[src/rtl/imm_gather_pkg.sv]
package imm_gather_pkg;

  localparam int BYTE_W    = 8;
  localparam int IMM_W     = 64;
  localparam int IMM_BYTES = IMM_W / BYTE_W;
  localparam int MAX_BYTES = 16;
  localparam int SZ_W      = $clog2(MAX_BYTES + 1);
  localparam int IDX_W     = $clog2(IMM_BYTES);

  typedef enum logic [3:0] {
    IT_NONE, IT_BYTE, IT_WORD, IT_DWORD, IT_QWORD,
    IT_OWORD, IT_VWORD, IT_ZWORD, IT_ENTER, IT_PTR
  } imm_type_e;

  typedef enum logic [1:0] {OSZ_16, OSZ_32, OSZ_64, OSZ_64B} osz_e;

  // Byte count of an immediate for a given operand size and type.
  function automatic logic [SZ_W-1:0] imm_len(input logic [1:0] osz, input logic [3:0] ityp);
    logic [SZ_W-1:0] n;
    case (ityp)
      IT_NONE:  n = SZ_W'(0);
      IT_BYTE:  n = SZ_W'(1);
      IT_WORD:  n = SZ_W'(2);
      IT_DWORD: n = SZ_W'(4);
      IT_QWORD: n = SZ_W'(8);
      IT_OWORD: n = SZ_W'(16);
      IT_VWORD: n = (osz == OSZ_16) ? SZ_W'(2) : SZ_W'(4);
      IT_ZWORD: n = (osz == OSZ_16) ? SZ_W'(2) : (osz == OSZ_32) ? SZ_W'(4) : SZ_W'(8);
      IT_ENTER: n = SZ_W'(3);
      IT_PTR:   n = (osz == OSZ_16) ? SZ_W'(4) : (osz == OSZ_32) ? SZ_W'(6) : SZ_W'(0);
      default:  n = SZ_W'(0);
    endcase
    return n;
  endfunction

  // Drop byte b into lane idx; lanes past the accumulator are discarded.
  function automatic logic [IMM_W-1:0] put_lane(input logic [IMM_W-1:0] acc,
                                                input logic [SZ_W-1:0]  idx,
                                                input logic [BYTE_W-1:0] b);
    logic [IMM_W-1:0] r;
    r = acc;
    if (idx < SZ_W'(IMM_BYTES))
      r[BYTE_W*idx[IDX_W-1:0] +: BYTE_W] = b;
    return r;
  endfunction

  // Final widening: four-byte values are sign-extended, others pass through.
  function automatic logic [IMM_W-1:0] widen(input logic [IMM_W-1:0] raw,
                                             input logic [SZ_W-1:0]  n);
    logic [IMM_W-1:0] r;
    r = raw;
    if (n == SZ_W'(4))
      r = {{(IMM_W-32){raw[31]}}, raw[31:0]};
    return r;
  endfunction

endpackage

[src/rtl/imm_size_lut.sv]
module imm_size_lut
  import imm_gather_pkg::*;
(
  input  logic [1:0]      osz,
  input  logic [3:0]      ityp,
  output logic [SZ_W-1:0] len
);
  always_comb len = imm_len(osz, ityp);

  always_comb begin
    a_r3_ptr_wide_empty: assert (!(ityp == IT_PTR && osz[1]) || len == '0);
    a_r4_undef_empty:    assert (ityp < 4'd10 || len == '0);
  end
endmodule

[src/rtl/imm_byte_accum.sv]
module imm_byte_accum
  import imm_gather_pkg::*;
(
  input  logic              clk,
  input  logic              rst_n,
  input  logic              start,
  input  logic [SZ_W-1:0]   len_in,
  input  logic              bvld,
  input  logic [BYTE_W-1:0] bdat,
  output logic              busy,
  output logic [SZ_W-1:0]   len_q,
  output logic              last_evt,
  output logic [IMM_W-1:0]  acc_fin
);
  logic [SZ_W-1:0]  cnt_q;
  logic [IMM_W-1:0] acc_q;
  logic             take;
  logic [SZ_W-1:0]  cnt_nx;

  assign take     = busy && bvld && !start;
  assign cnt_nx   = cnt_q + SZ_W'(1);
  assign last_evt = take && (cnt_nx == len_q);
  assign acc_fin  = put_lane(acc_q, cnt_q, bdat);

  always_ff @(posedge clk or negedge rst_n) begin
    if (!rst_n) begin
      busy  <= 1'b0;
      len_q <= '0;
      cnt_q <= '0;
      acc_q <= '0;
    end else if (start) begin
      busy  <= (len_in != '0);
      len_q <= len_in;
      cnt_q <= '0;
      acc_q <= '0;
    end else if (take) begin
      acc_q <= acc_fin;
      cnt_q <= cnt_nx;
      if (last_evt) busy <= 1'b0;
    end
  end

  a_r6_count_in_range: assert property (@(posedge clk) disable iff (!rst_n)
    busy |-> cnt_q < len_q);
  a_r10_start_clears: assert property (@(posedge clk) disable iff (!rst_n)
    start |=> cnt_q == '0 && acc_q == '0);
endmodule

[src/rtl/imm_finish.sv]
module imm_finish
  import imm_gather_pkg::*;
(
  input  logic             clk,
  input  logic             rst_n,
  input  logic             zero_evt,
  input  logic             last_evt,
  input  logic [IMM_W-1:0] acc_fin,
  input  logic [SZ_W-1:0]  len,
  output logic             ready,
  output logic [IMM_W-1:0] imm,
  output logic             ovf
);
  always_ff @(posedge clk or negedge rst_n) begin
    if (!rst_n) begin
      ready <= 1'b0;
      imm   <= '0;
      ovf   <= 1'b0;
    end else begin
      ready <= zero_evt || last_evt;
      if (zero_evt) begin
        imm <= '0;
        ovf <= 1'b0;
      end else if (last_evt) begin
        imm <= widen(acc_fin, len);
        ovf <= (len > SZ_W'(IMM_BYTES));
      end
    end
  end

  a_r8_overflow_tracks_len: assert property (@(posedge clk) disable iff (!rst_n)
    last_evt && !zero_evt |=> ovf == ($past(len) > SZ_W'(IMM_BYTES)));
endmodule

[src/rtl/imm_gather.sv]
module imm_gather
  import imm_gather_pkg::*;
(
  input  logic              clk,
  input  logic              rst_n,
  input  logic              start_i,
  input  logic [1:0]        osz_i,
  input  logic [3:0]        ityp_i,
  input  logic              byte_vld_i,
  input  logic [BYTE_W-1:0] byte_i,
  output logic              busy_o,
  output logic              ready_o,
  output logic [IMM_W-1:0]  imm_o,
  output logic              ovf_o,
  output logic [SZ_W-1:0]   size_o
);
  logic [SZ_W-1:0]  lut_len;
  logic             zero_evt;
  logic             last_evt;
  logic [IMM_W-1:0] acc_fin;

  imm_size_lut u_lut (
    .osz  (osz_i),
    .ityp (ityp_i),
    .len  (lut_len)
  );

  assign zero_evt = start_i && (lut_len == '0);

  imm_byte_accum u_acc (
    .clk      (clk),
    .rst_n    (rst_n),
    .start    (start_i),
    .len_in   (lut_len),
    .bvld     (byte_vld_i),
    .bdat     (byte_i),
    .busy     (busy_o),
    .len_q    (size_o),
    .last_evt (last_evt),
    .acc_fin  (acc_fin)
  );

  imm_finish u_fin (
    .clk      (clk),
    .rst_n    (rst_n),
    .zero_evt (zero_evt),
    .last_evt (last_evt),
    .acc_fin  (acc_fin),
    .len      (size_o),
    .ready    (ready_o),
    .imm      (imm_o),
    .ovf      (ovf_o)
  );

  a_r9_zero_completes: assert property (@(posedge clk) disable iff (!rst_n)
    zero_evt |=> ready_o && imm_o == '0 && !busy_o);
  a_r6_ready_means_idle: assert property (@(posedge clk) disable iff (!rst_n)
    ready_o |-> !busy_o);
  a_r7_dword_sign: assert property (@(posedge clk) disable iff (!rst_n)
    ready_o && size_o == SZ_W'(4) |-> imm_o[IMM_W-1:32] == {(IMM_W-32){imm_o[31]}});
  a_r8_ovf_on_ready: assert property (@(posedge clk) disable iff (!rst_n)
    ready_o |-> ovf_o == (size_o > SZ_W'(IMM_BYTES)));
  a_r11_idle_quiet: assert property (@(posedge clk) disable iff (!rst_n)
    !busy_o && !start_i |=> !ready_o);
  a_r10_start_arms: assert property (@(posedge clk) disable iff (!rst_n)
    start_i && lut_len != '0 |=> busy_o && !ready_o);
endmodule

[config.mk]
export PLATFORM = sky130hd
export DESIGN_NAME = imm_gather
export DESIGN_NICKNAME = d
export VERILOG_FILES = /design/src/rtl/imm_gather_pkg.sv /design/src/rtl/imm_size_lut.sv /design/src/rtl/imm_byte_accum.sv /design/src/rtl/imm_finish.sv /design/src/rtl/imm_gather.sv
export SDC_FILE = /design/constraint.sdc
export NUM_CORES = 1
export LEC_CHECK = 0
export BUFFER_PORTS_ARGS = -buffer_cell sky130_fd_sc_hd__buf_2
export CORE_ASPECT_RATIO = 1.75
export CORE_UTILIZATION = 30
export DETAILED_ROUTE_END_ITERATION = 10
export GPL_TIMING_DRIVEN = 0
export SYNTH_ARGS = -nofsm -noshare
export SYNTH_HDL_FRONTEND = slang
export SYNTH_SLANG_ARGS = --single-unit
export TNS_END_PERCENT = 50
[constraint.sdc]
create_clock -name clk -period 3.22 [get_ports clk]
set_clock_uncertainty 0.05 [all_clocks]
set_input_delay 0.483 -clock clk [delete_from_list [all_inputs] [get_ports clk]]
set_output_delay 0.483 -clock clk [all_outputs]
set_load 0.05 [all_outputs]
# Yosys cells after proc, flatten, opt, wreduce, memory -nomap -nowiden
# Index checks and enable logic that the tools add are counted.
dict set report word_totals {
  register_bits 141
  input_bits 18
  output_inout_bits 72
  elab_cells 58
}
dict set report classes {
  n_addsub 2
  n_lt_le_gt_ge 2
  eq_ne 12
  shifts 2
  n_mux 20
  n_reduce_logical 13
}
# operator n
set ops {}
lappend ops {{$mux W64} 6}
lappend ops {{$bwmux W64} 1}
lappend ops {{$shift A8 B34 Y64 const A} 1}
lappend ops {{$shiftx A8 B34 Y64} 1}
lappend ops {{$pmux W5 S9} 1}
lappend ops {{$neg A6 Y34} 1}
lappend ops {{$mux W5} 4}
lappend ops {{$eq A4 B3 Y1 const B} 4}
lappend ops {{$eq A4 B2 Y1 const B} 2}
lappend ops {{$eq A4 B4 Y1 const B} 2}
lappend ops {{$mux W3} 2}
lappend ops {{$reduce_bool A2 Y1} 3}
lappend ops {{$add A5 B1 Y5 const B} 1}
lappend ops {{$eq A5 B3 Y1 const B} 1}
lappend ops {{$eq A5 B5 Y1} 1}
lappend ops {{$gt A5 B4 Y1 const B} 1}
lappend ops {{$logic_not A5 Y1} 1}
lappend ops {{$lt A5 B4 Y1 const B} 1}
lappend ops {{$mux W1} 5}
lappend ops {{$reduce_bool A5 Y1} 1}
lappend ops {{$eq A4 B1 Y1 const B} 1}
lappend ops {{$logic_and A1 B1 Y1} 4}
lappend ops {{$mux W4} 1}
lappend ops {{$eq A2 B1 Y1 const B} 1}
lappend ops {{4 further kinds} 4}

# Logic depth before layout (Yosys ltp)
# Gate-level depths: netlist of the first run.
dict set report depth {
  word_depth 7
  mapped_depth 11
  depth_no_buf 8
}

# Cells and area by module
# From an unflattened synthesis of the first run, not the netlist that was laid out.
dict set report unflattened {
  cells_unflattened 696
  hier_area_um2 7443.4
}
# module n_inst cells_each area_per_inst_um2 seq_area_each_um2
set by_module_without_submodules {}
lappend by_module_without_submodules {imm_byte_accum 1 415 4342.9 1876.8}
lappend by_module_without_submodules {imm_finish 1 259 2944.1 1651.6}
lappend by_module_without_submodules {imm_size_lut 1 20 136.4 0.0}
lappend by_module_without_submodules {imm_gather 1 2 20.0 0.0}

# Worst setup path after synthesis of the first run
# No wires, ideal clock.
dict set report synth_timing {
  path_kind {register to register}
  start {register u_acc.cnt_q[0]}
  end {register u_acc.acc_q[32]}
  setup_time_ns 0.132
  arrival_time_ns 2.388
  required_ns 3.038
  path_slack_ns 0.650
  stages_incl_launch_ff 12
  cell_sequence {dfrtp_1 > buf_6 > inv_1 > ha_1 > ha_1 > nor3b_2 > o211ai_1 > buf_4 > or2_2 > buf_4 > mux2i_1 > nor2_1}
}
dict set report synth_between {
  elab_chain_len 6
  word_cells_on_any_way 8
  classes_between {add/sub (1); order compare (1); shift (2); mux (4)}
}
# element line_no
set synth_lines {}
lappend synth_lines {{start, declared} imm_byte_accum.sv:15} ;# logic [SZ_W-1:0] cnt_q;
lappend synth_lines {{start signal, assigned} imm_byte_accum.sv:38} ;# cnt_q <= cnt_nx;
lappend synth_lines {{$neg A6 Y34} imm_gather_pkg.sv:43} ;# r[BYTE_W*idx[IDX_W-1:0] +: BYTE_W] = b;
lappend synth_lines {{$shiftx A8 B34 Y64 / $shift A8 B34 Y64 (equally long branches)} imm_gather_pkg.sv:43}
lappend synth_lines {{$bwmux W64} imm_gather_pkg.sv:43}
lappend synth_lines {{$mux W64 (*)} imm_gather_pkg.sv:42} ;# if (idx < SZ_W'(IMM_BYTES))
lappend synth_lines {{$mux W64 (*)} imm_byte_accum.sv:36} ;# end else if (take) begin
lappend synth_lines {{$mux W64 (*)} imm_byte_accum.sv:31} ;# end else if (start) begin
lappend synth_lines {{end signal, assigned} imm_byte_accum.sv:37} ;# acc_q <= acc_fin;
lappend synth_lines {{end, declared} imm_byte_accum.sv:16} ;# logic [IMM_W-1:0] acc_q;
# Every way passes the cells marked *; elsewhere a longest branch is shown, timed or not. The select of a mux whose other input is x is not followed.
# A chain may end at the register's enable or synchronous reset.

# Final worst setup path of the first run
dict set report layout_timing {
  start {register u_acc.cnt_q[0]}
  end {register u_fin.imm[53]}
}
dict set report layout_between {
  elab_chain_len 7
  word_cells_on_any_way 13
  classes_between {add/sub (2); order compare (1); eq/ne (1); shift (2); mux (5); reduce/logical (2)}
}
# element line_no
set layout_lines {}
lappend layout_lines {{$neg A6 Y34} imm_gather_pkg.sv:43}
lappend layout_lines {{$shiftx A8 B34 Y64 / $shift A8 B34 Y64 (equally long branches)} imm_gather_pkg.sv:43}
lappend layout_lines {{$bwmux W64} imm_gather_pkg.sv:43}
lappend layout_lines {{$mux W64} imm_gather_pkg.sv:42}
lappend layout_lines {{$mux W64} imm_gather_pkg.sv:52} ;# if (n == SZ_W'(4))
lappend layout_lines {{$mux W64} imm_finish.sv:24} ;# end else if (last_evt) begin
lappend layout_lines {{$mux W64} imm_finish.sv:21} ;# if (zero_evt) begin
lappend layout_lines {{end signal, assigned} imm_finish.sv:25} ;# imm <= widen(acc_fin, len);
lappend layout_lines {{end, declared} imm_finish.sv:11} ;# output logic [IMM_W-1:0] imm,
# Parallel ways exist; a longest one is shown, timed or not. The select of a mux whose other input is x is not followed.

==> results of run 1 <==
==> metrics by stage <==
step	std cells	power, mW	instance area [um^2]	util, %	worst slack [ns]
6_report	1150	4.541	8367	36.94	0.1396
3_3_place_gp	1117	2.492	7710	34.04	-0.4957
3_5_place_dp	1118	2.501	7744	34.19	0.1524
4_1_cts	1150	4.572	8361	36.91	0.1222
2_1_floorplan	731	2.277	6904	-	0.6498
5_1_grt	1150	4.700	8367	36.94	0.04750
==> cell usage after synthesis (10+ instances only) <==
library cell	n	area, um^2
dfrtp_1	141	3528
a31o_2	11	96.34
o22ai_1	33	206.5
o32ai_1	16	140.1
xnor2_1	10	87.58
clkbuf_1	39	146.4
nand3_1	12	60.06
nor2_1	139	521.8
a21oi_1	64	320.3
nand2_1	72	270.3
buf_2	17	85.08
a211oi_1	33	247.7
mux2i_1	45	450.4
==> registers in the layout, summed over array words and instances (netlist names) <==
name,cells
u_fin.ready,1
u_fin.ovf,1
u_acc.busy,1
u_acc.cnt_q,5
u_acc.acc_q,64
u_fin.imm,64
u_acc.len_q,5
==> layer usage <==
| layer | GRT usage, % | part of all wire (%) | vias up |
|---|---|---|---|
| met3 | 3.522 | 4.2 | 52 |
| met2 | 34.13 | 53 | 148 |
| li1 | - | - | 2815 |
| met1 | 20.53 | 37 | 2933 |
| met4 | 11.93 | 5.1 | 0 |
| met5 | 0 | 0 | - |
==> path summary, 6_finish.rpt <==
| check | endpoint | slack (ns) | depth (start not counted) |
|---|---|---|---|
| worst max-delay path | u_fin.imm[53] | 0.14 | 10 |
| worst min-delay path | u_fin.imm[33] | 0.05 | 1 |
| worst max register to register | u_fin.imm[53] | 0.14 | 10 |
| worst min register to register | u_fin.imm[38] | 0.46 | 1 |
| max in group asynchronous | u_acc.len_q[2] | 2.30 | 2 |
| min in group clk | u_acc.acc_q[0] | 0.40 | 3 |
==> critical path: stages, from the launching register on <==
cell      delay [ns]
dfrtp_1         0.45
buf_6           0.18
inv_1           0.07
ha_1            0.28
buf_2           0.18
xor2_1          0.17
nor4_1          0.19
nand4_1         0.32
clkbuf_1        0.35
clkbuf_1        0.37
o32ai_1         0.36
==> kinds of logic after synthesis <==
| kind of cell | Yosys count | synth area share, % |
|---|---|---|
| muxes | 46 | 6.687 |
| xor gates and xnor gates | 12 | 1.522 |
| adders and majority gates | 6 | 1.087 |
| buffers and inverters | 71 | 4.712 |
| DFF | 141 | 51.11 |
| and+or+nand+nor | 272 | 17.11 |
| AOI/OAI and AO/OA | 183 | 17.78 |
==> power by group through the flow <==
stage               Clock [mW]  Combinational, mW  Sequential (mW)
detailed placement           0              0.631             1.87
CTS                       2.10              0.633             1.84
global placement             0              0.622             1.87
finish                    2.07              0.634             1.84
global route              2.18              0.684             1.84
floorplan                    0              0.345             1.93
==> layout make-up <==
class | instances | area (um^2) | area share, %
flip-flops and latches | 141 | 3528 | 42.17
plain buffers | 64 | 299.0 | 3.574
clock buffers | 20 | 456.7 | 5.458
clock inverters | 12 | 160.2 | 1.914
repair buffers | 87 | 464.2 | 5.548
well taps | 300 | 375.4 | 4.486
multi-input cells | 519 | 3057 | 36.53
inverters | 7 | 26.28 | 0.3140
==> reports/results.ini, run 1 <==
[outcome]
status=finished clean

[floorplan]
die_y_um=202.7
die_area_um2=23650
initial_core_util_pct=30.48
die_w_um=116.7
io_pins=90
rows=73
coreArea_um2=22650

[place]
dpl.hpwl_um=15680
portBuffers=86
routabilityCongestion=0.8323

[clock_tree]
post_cts_resized=0
ctsRootBufferMaster=clkbuf_16
cts_tree=done
postCtsSetupRepairBufs=0
cts-htree-levels=4
clock_latency_ns=0.43
clk_pin_slew_ns=0.06
hold_buffers=0
clock_sinks=141
numCtsBuffers=17
clockBufferDepth=2

[setup_path]
worstSetupEndpointType=flop
path_max_fanout=10
r2r-start=u_acc.cnt_q[0]
critPathArrivalTime_ns=3.35
critPathLaunch=u_acc.cnt_q[0]
critPathLaunchType=flop
critPathRequiredTime_ns=3.49
critPathKind=reg2reg

[pwr]
p_int_mw=3.258
pwr-share-comb_pct=14.0
leakage_nw=3.917
p_per_area_nw_per_um2=542.8
clkPwrFrac_pct=45.6
max-vdd-ir-drop_mv=0.3315
swShare_pct=28.27
seq_power_share_pct=40.5
p_sw_mw=1.284

[layout]
nFillCells=2383
layout_commonest_cell=dfrtp_1
synthToLayoutAreaGrowth_pct=21.19
num_antenna_cells=0
fin_nets=861
layout_common_cells=dfrtp_1 (141), nor2_1 (139), buf_2 (102)
drive_above_1_share_pct=18.71

[detailed_routing]
first_iter_violations=316
wl_per_cell_um=18.66
vias=5948
viasPerCell=5.172
drc=0
drtPass1Iterations=4
wl_um=21460
drtAntennaViolNets=0

[grt]
overflow=0
grt_pass1_vias=6108
grt_usage_pct=19.22
grt_max_degree=80
grt_pass1_wl_um=33660
antenna_found_initial=0

[synth]
yosys_warnings=0
synth_edf_count=0
ys_ff_latch=141
synthCells=731
yosysUniqueCellTypes=50
ys_seq_area_share_pct=51.11
netlist_area_um2=6904
synth.avg_cell_area_um2=9.445
synthArstFlopShare_pct=100.0
ys.flop_type=dfrtp_1
synthesis.nets=755

[min_path]
hp-class=in2async

[sta]
worst-slew-pin-transition_ns=0.7484
setup_viol=0
period_share_pct=95.66
whs_ns=0.04603
max_freq_mhz=324.6
tns_ns=0
hold_viol_final=0
finalMaxSlewViolations=0
period_minus_slack_ns=3.080
slew_headroom_pct=50.10
rsz0062_at_grt=no

[run]
maxCapViolations=0

No activity file was read; power rests on OpenSTA's default activity.
==> run 2, diff against run 1 <==
ABC_AREA = 0   (was unset)
CELL_PAD_IN_SITES_DETAIL_PLACEMENT = 2   (was unset)
CELL_PAD_IN_SITES_GLOBAL_PLACEMENT = 2   (was unset)
PLACE_DENSITY_LB_ADDON = 0.1   (was unset)
==> run 2 against run 1 <==
Sequential share of layout area is 0.43 points lower. Combinational power is 5.8% higher. Routed wire length is 20% higher.
==> reports/results.ini, run 2 (synthesis gave the netlist of run 1 again) <==
[sta]
slew_headroom_pct=53.20  ; +3.1 points
worst-slew-pin-transition_ns=0.7019  ; -0.04652 ns
hold_viol_final=0  ; unchanged
finalMaxSlewViolations=0  ; unchanged
rsz0062_at_grt=no
max_freq_mhz=334.9  ; +3.2%
period_minus_slack_ns=2.986  ; -0.09438 ns
setup_viol=0  ; unchanged
period_share_pct=92.73  ; -2.9 points

[grt]
antenna_found_initial=0  ; unchanged
grt_pass1_vias=6850  ; +12%
grt_max_degree=93  ; +16%
grt_usage_pct=23.31  ; +4.1 points
grt_pass1_wl_um=40280  ; +20%
overflow=0  ; unchanged

[layout]
layout_common_cells=dfrtp_1 (141), nor2_1 (139), buf_2 (102)
fin_nets=863  ; +0.23%
num_antenna_cells=0  ; unchanged
post-route-util_pct=37.32  ; +0.38 points
drive_above_1_share_pct=19.60  ; +0.90 points
synthToLayoutAreaGrowth_pct=22.44
reg.largest.list=u_acc.acc_q (64), u_fin.imm (64)
layout_commonest_cell=dfrtp_1

[pwr]
power_mw=4.783  ; +5.3%
clkPwrFrac_pct=47.5  ; +1.9 points
p_int_mw=3.475  ; +6.7%
p_per_area_nw_per_um2=565.8  ; +4.3%
leakage_nw=3.981  ; +1.6%
pwr-share-comb_pct=14.0  ; about the same
max-vdd-ir-drop_mv=0.3170  ; -4.4%
p_sw_mw=1.308  ; +1.9%
swShare_pct=27.34  ; -0.92 points
seq_power_share_pct=38.4  ; -2.1 points

[clock_tree]
clk_pin_slew_ns=0.07  ; about the same
clockBufferDepth=2  ; unchanged
ctsRootBufferMaster=clkbuf_16
clock_sinks=141  ; unchanged
numCtsBuffers=17  ; unchanged
cts-htree-levels=4  ; unchanged
clock_latency_ns=0.44  ; about the same
cts_tree=done

[setup_path]
path_buf_inv=3  ; -2
critPathKind=reg2reg
critPathRequiredTime_ns=3.47  ; -0.02 ns
critPathArrivalTime_ns=3.23  ; -0.12 ns
r2r_cells=9  ; -1
path_max_fanout=10  ; unchanged
cpMaxStageDelayCell=a211oi_1
worstSetupEndpointType=flop
crit_path_max_incr_delay_ns=0.49  ; +0.04 ns
path_cells=buf_6, inv_1, ha_1, ha_1, nor3_2, nand3_1, buf_2, a211oi_1, o32ai_1
crit_family=simple AND/OR/NAND/NOR gates
cp.depth=9  ; -1
crit_top_cell=ha_1
critPathLaunchType=flop

[min_path]
holdPathStages=3
hp-class=in2reg

[outcome]
status=finished clean

[run]
maxCapViolations=0  ; unchanged

[floorplan]
rows=73  ; unchanged
die_area_um2=23650  ; unchanged
initial_core_util_pct=30.48  ; unchanged
io_pins=90  ; unchanged
die_w_um=116.7  ; unchanged
die_y_um=202.7  ; unchanged
coreArea_um2=22650  ; unchanged

[detailed_routing]
drc=0  ; unchanged
viasPerCell=5.270  ; +1.9%
vias=6071  ; +2.1%
drtAntennaViolNets=0  ; unchanged
drtPass1Iterations=4  ; unchanged
first_iter_violations=197  ; -38%
wl_um=25780  ; +20%
wl_per_cell_um=22.38  ; +20%

[place]
portBuffers=86  ; unchanged
dpl.hpwl_um=19380  ; +24%
routabilityCongestion=0.8270  ; -0.64%

## run 2: per-layer routing
metal / share of wire (%) / track usage (%) / vias up / wire [um]
met5: 0 / 0 / - / 0
met1: 39 / 25.58 / 3138 / 10150
li1: - / - / 2806 / -
met3: 2.3 / 3.821 / 28 / 587
met4: 2.4 / 8.047 / 0 / 613
met2: 56 / 43.96 / 99 / 14430
## run 2: area by class of cell
type / instances / area (um^2)
plain buffers: 64 / 307.8
clock buffers: 23 / 498.0
clock inverters: 9 / 178.9
fillers: 2576 / 14200
inverters: 7 / 26.28
multi-input cells: 519 / 3057
flip-flops and latches: 141 / 3528
well taps: 300 / 375.4
repair buffers: 89 / 481.7
## run 2: worst paths after layout
check | to | slack, ns | startpoint
worst min register to register | u_fin.imm[48] | 0.46 | u_fin.imm[48]
min in group asynchronous | u_fin.imm[28] | 0.54 | rst_n
worst min-delay path | u_acc.acc_q[6] | 0.39 | byte_i[6]
worst max register to register | u_fin.imm[57] | 0.23 | u_acc.cnt_q[0]
max in group asynchronous | u_acc.acc_q[51] | 1.69 | rst_n
worst max-delay path | u_fin.imm[57] | 0.23 | u_acc.cnt_q[0]
## run 2: timing repair
| item | 4_1_cts | 5_1_grt |
|---|---|---|
| hold buffers | 1 | 0 |
| pin swaps | 0 | 1 |
| hold endpoints to repair | 49 | 0 |
| setup endpoints to repair | 35 | 52 |
| buffers inserted | 0 | 1 |
| gates resized for setup | 4 | 7 |
## run 2: power groups by stage
stage	Clock, mW	Sequential [mW]	Combinational, mW
floorplan	0	1.93	0.345
global placement	0	1.87	0.649
detailed placement	0	1.87	0.676
CTS	2.33	1.84	0.680
global route	2.38	1.84	0.725
finish	2.27	1.84	0.671
## run 2: worst min-delay path: cells and delay by family
family / cells / cell delay (ns)
AND/OR/NAND/NOR: 1 / 0.06
buffers and inverters: 1 / 0.16
multiplexers: 1 / 0.14
## run 2: stage by stage
stage / setup TNS, ns / cells / area, um^2 / worst slack, ns / hold slack, ns
after CTS: 0 / 1151 / 8436 / 0.02341 / 0.3653
after global routing: 0 / 1152 / 8453 / 0.03054 / 0.3816
after floorplan: 0 / 731 / 6904 / 0.6498 / 0.1374
after detailed placement: -1.324 / 1118 / 7744 / -0.1049 / 0.4277
final: 0 / 1152 / 8453 / 0.2340 / 0.3859
after global placement: -64.94 / 1117 / 7710 / -0.4810 / 0.4412
==> run 3, diff against run 2 <==
GPL_TIMING_DRIVEN = 1   (was 0)
REMOVE_ABC_BUFFERS = 1   (was unset)
==> run 3 against run 2 <==
Design area fell by 2.5%. Largest cell class unchanged. First-iteration DRC count fell by 1.5%. Combinational power fell by 7.0%. Hold slack got worse by 0.33 ns. Clock power fell by 15%. Non-clock buffer count fell by 36. Highest routed layer unchanged. Critical path depth did not move. Die area did not move. Routed wire length fell by 12%. Core utilization fell by 0.94 points. Global-route usage fell by 2.4 points.
==> reports/results.ini, run 3 (synthesis gave the netlist of run 1 again) <==
[sta]
worst-slew-pin-transition_ns=0.9085  ; +0.2066 ns
period_share_pct=93.04  ; +0.31 points
slew_headroom_pct=39.43  ; -14 points
finalWorstSetupSlack_ns=0.2242  ; -0.009845 ns
finalMaxSlewViolations=0  ; unchanged
rsz0062_at_grt=no
period_minus_slack_ns=2.996  ; +0.009845 ns
hold_viol_final=0  ; unchanged
max_freq_mhz=333.8  ; -0.33%
whs_ns=0.05386  ; -0.3321 ns
setup_viol=0  ; unchanged
tns_ns=0  ; unchanged

[grt]
grt_usage_pct=20.89  ; -2.4 points
antenna_found_initial=0  ; unchanged
grt_pass1_wl_um=36960  ; -8.2%
grt_pass1_vias=6575  ; -4.0%
grt_max_degree=85  ; -8.6%
overflow=0  ; unchanged

[layout]
nFillCells=2586  ; +0.39%
post-route-util_pct=36.37  ; -0.94 points
drive_above_1_share_pct=19.75  ; +0.15 points
synthToLayoutAreaGrowth_pct=19.34
reg.largest.list=u_acc.acc_q (64), u_fin.imm (64)
num_antenna_cells=0  ; unchanged
layout.cells.non_filler=1115  ; -3.2%
layout_commonest_cell=dfrtp_1
fin_nets=827  ; -4.2%
layout_common_cells=dfrtp_1 (141), nor2_1 (139), buf_2 (88)

[setup_path]
r2r-end=u_acc.acc_q[37]
path_max_fanout=9  ; -1
critPathArrivalTime_ns=3.20  ; -0.03 ns
cpMaxStageDelayCell=dfrtp_1
critPathRequiredTime_ns=3.43  ; -0.04 ns
crit_path_max_incr_delay_ns=0.49  ; about the same
worstSetupEndpointType=flop
crit_top_cell=ha_1
r2r_setup_slack_ns=0.22  ; about the same
path_cells=inv_1, ha_1, ha_1, nor3b_2, o211ai_1, buf_4, or2_2, mux2i_1, nor2_1
critPathLaunchType=flop
r2r_cells=9  ; unchanged
r2r-start=u_acc.cnt_q[1]
critPathKind=reg2reg

[clock_tree]
clockBufferDepth=2  ; unchanged
cts-htree-levels=4  ; unchanged
postCtsSetupRepairBufs=0  ; unchanged
cts_tree=done
ctsRootBufferMaster=clkbuf_16
clk_pin_slew_ns=0.06  ; about the same
hold_buffers=0  ; -1
clock_latency_ns=0.43  ; about the same
post_cts_resized=0  ; -4
clock_sinks=141  ; unchanged
numCtsBuffers=17  ; unchanged

[place]
dpl.hpwl_um=15520  ; -20%
portBuffers=89  ; +3.5%
routabilityCongestion=0.7886  ; -4.6%
dp_slack_ns=0.2793  ; +0.3841 ns
place_inst=1084  ; -3.0%

[detailed_routing]
drtPass1Iterations=4  ; unchanged
drc=0  ; unchanged
vias=5833  ; -3.9%
wl_um=22730  ; -12%
viasPerCell=5.231  ; -0.73%
drtAntennaViolNets=0  ; unchanged
wl_per_cell_um=20.38  ; -8.9%
first_iter_violations=194  ; -1.5%

[floorplan]
die_y_um=202.7  ; unchanged
coreArea_um2=22650  ; unchanged
rows=73  ; unchanged
die_w_um=116.7  ; unchanged
io_pins=90  ; unchanged
die_area_um2=23650  ; unchanged
initial_core_util_pct=30.48  ; unchanged

[run]
maxCapViolations=0  ; unchanged

[pwr]
leakage_nw=3.898  ; -2.1%
max-vdd-ir-drop_mv=0.3373  ; +6.4%
p_per_area_nw_per_um2=534.2  ; -5.6%

[min_path]
hp-class=in2async

[outcome]
status=finished clean

==> run 3: changes by cell type in the layout (fill, tap and decap cells not counted), moves of 2 or more <==
cell       before  now
buf_12          0    2
buf_6           4    1
buf_2         102   88
clkbuf_1       33    5
buf_4           5   26
clkbuf_8        5    3
clkbuf_2        7    0
bufinv_16       5    2
==> run 3: worst max-delay path, delay by kind of cell (launching register included) <==
| family | cells | cell delay, ns |
|---|---|---|
| multiplexers | 1 | 0.24 |
| buffers and inverters | 2 | 0.33 |
| AO/OA/AOI/OAI | 1 | 0.18 |
| AND/OR/NAND/NOR | 3 | 0.99 |
| flip-flops | 1 | 0.49 |
| adder cells (fa/ha/maj) | 2 | 0.53 |
==> run 3: final cells by class <==
class	instances	area, um^2	share of cell area [%]
Sequential cell	141	3528	42.82
Clock buffer	25	485.5	5.892
Clock inverter	6	85.08	1.033
Multi-Input combinational cell	519	3052	37.04
Timing Repair Buffer	117	686.9	8.337
Inverter	7	26.28	0.3189
Tap cell	300	375.4	4.556
==> run 3: routing by layer <==
metal / vias up / track usage (%) / wire length, um
met5: - / 0 / 0
met3: 28 / 3.313 / 571
met4: 0 / 7.640 / 446
met1: 2990 / 23.69 / 9117
li1: 2728 / - / -
met2: 87 / 38.42 / 12590
==> run 3: where the power goes <==
group	switching, mW	total, mW	internal [mW]
Clock	0.746	1.94	1.19
Combinational	0.448	0.624	0.175
Sequential	0.0283	1.84	1.81
Total	1.22	4.40	3.18
==> run 3: worst max-delay path by stage <==
| stage | start | end | slack, ns | cells after the start |
|---|---|---|---|---|
| after floorplan | u_acc.cnt_q[0] | u_fin.imm[40] | -2.05 | 6 |
| after global placement | u_acc.cnt_q[1] | u_acc.acc_q[38] | 0.50 | 9 |
| after detailed placement | u_acc.cnt_q[1] | u_fin.imm[56] | 0.28 | 9 |
| after CTS | u_acc.cnt_q[1] | u_acc.acc_q[37] | 0.20 | 9 |
| after global routing | u_acc.cnt_q[1] | u_acc.acc_q[37] | 0.03 | 9 |
| final | u_acc.cnt_q[1] | u_acc.acc_q[37] | 0.22 | 9 |
==> run 3: per-stage QoR <==
stage,area (um^2),total power [mW]
after floorplan,6605,2.218
after global placement,7669,2.482
after detailed placement,7669,2.504
after CTS,8239,4.483
after global routing,8239,4.578
final,8239,4.401
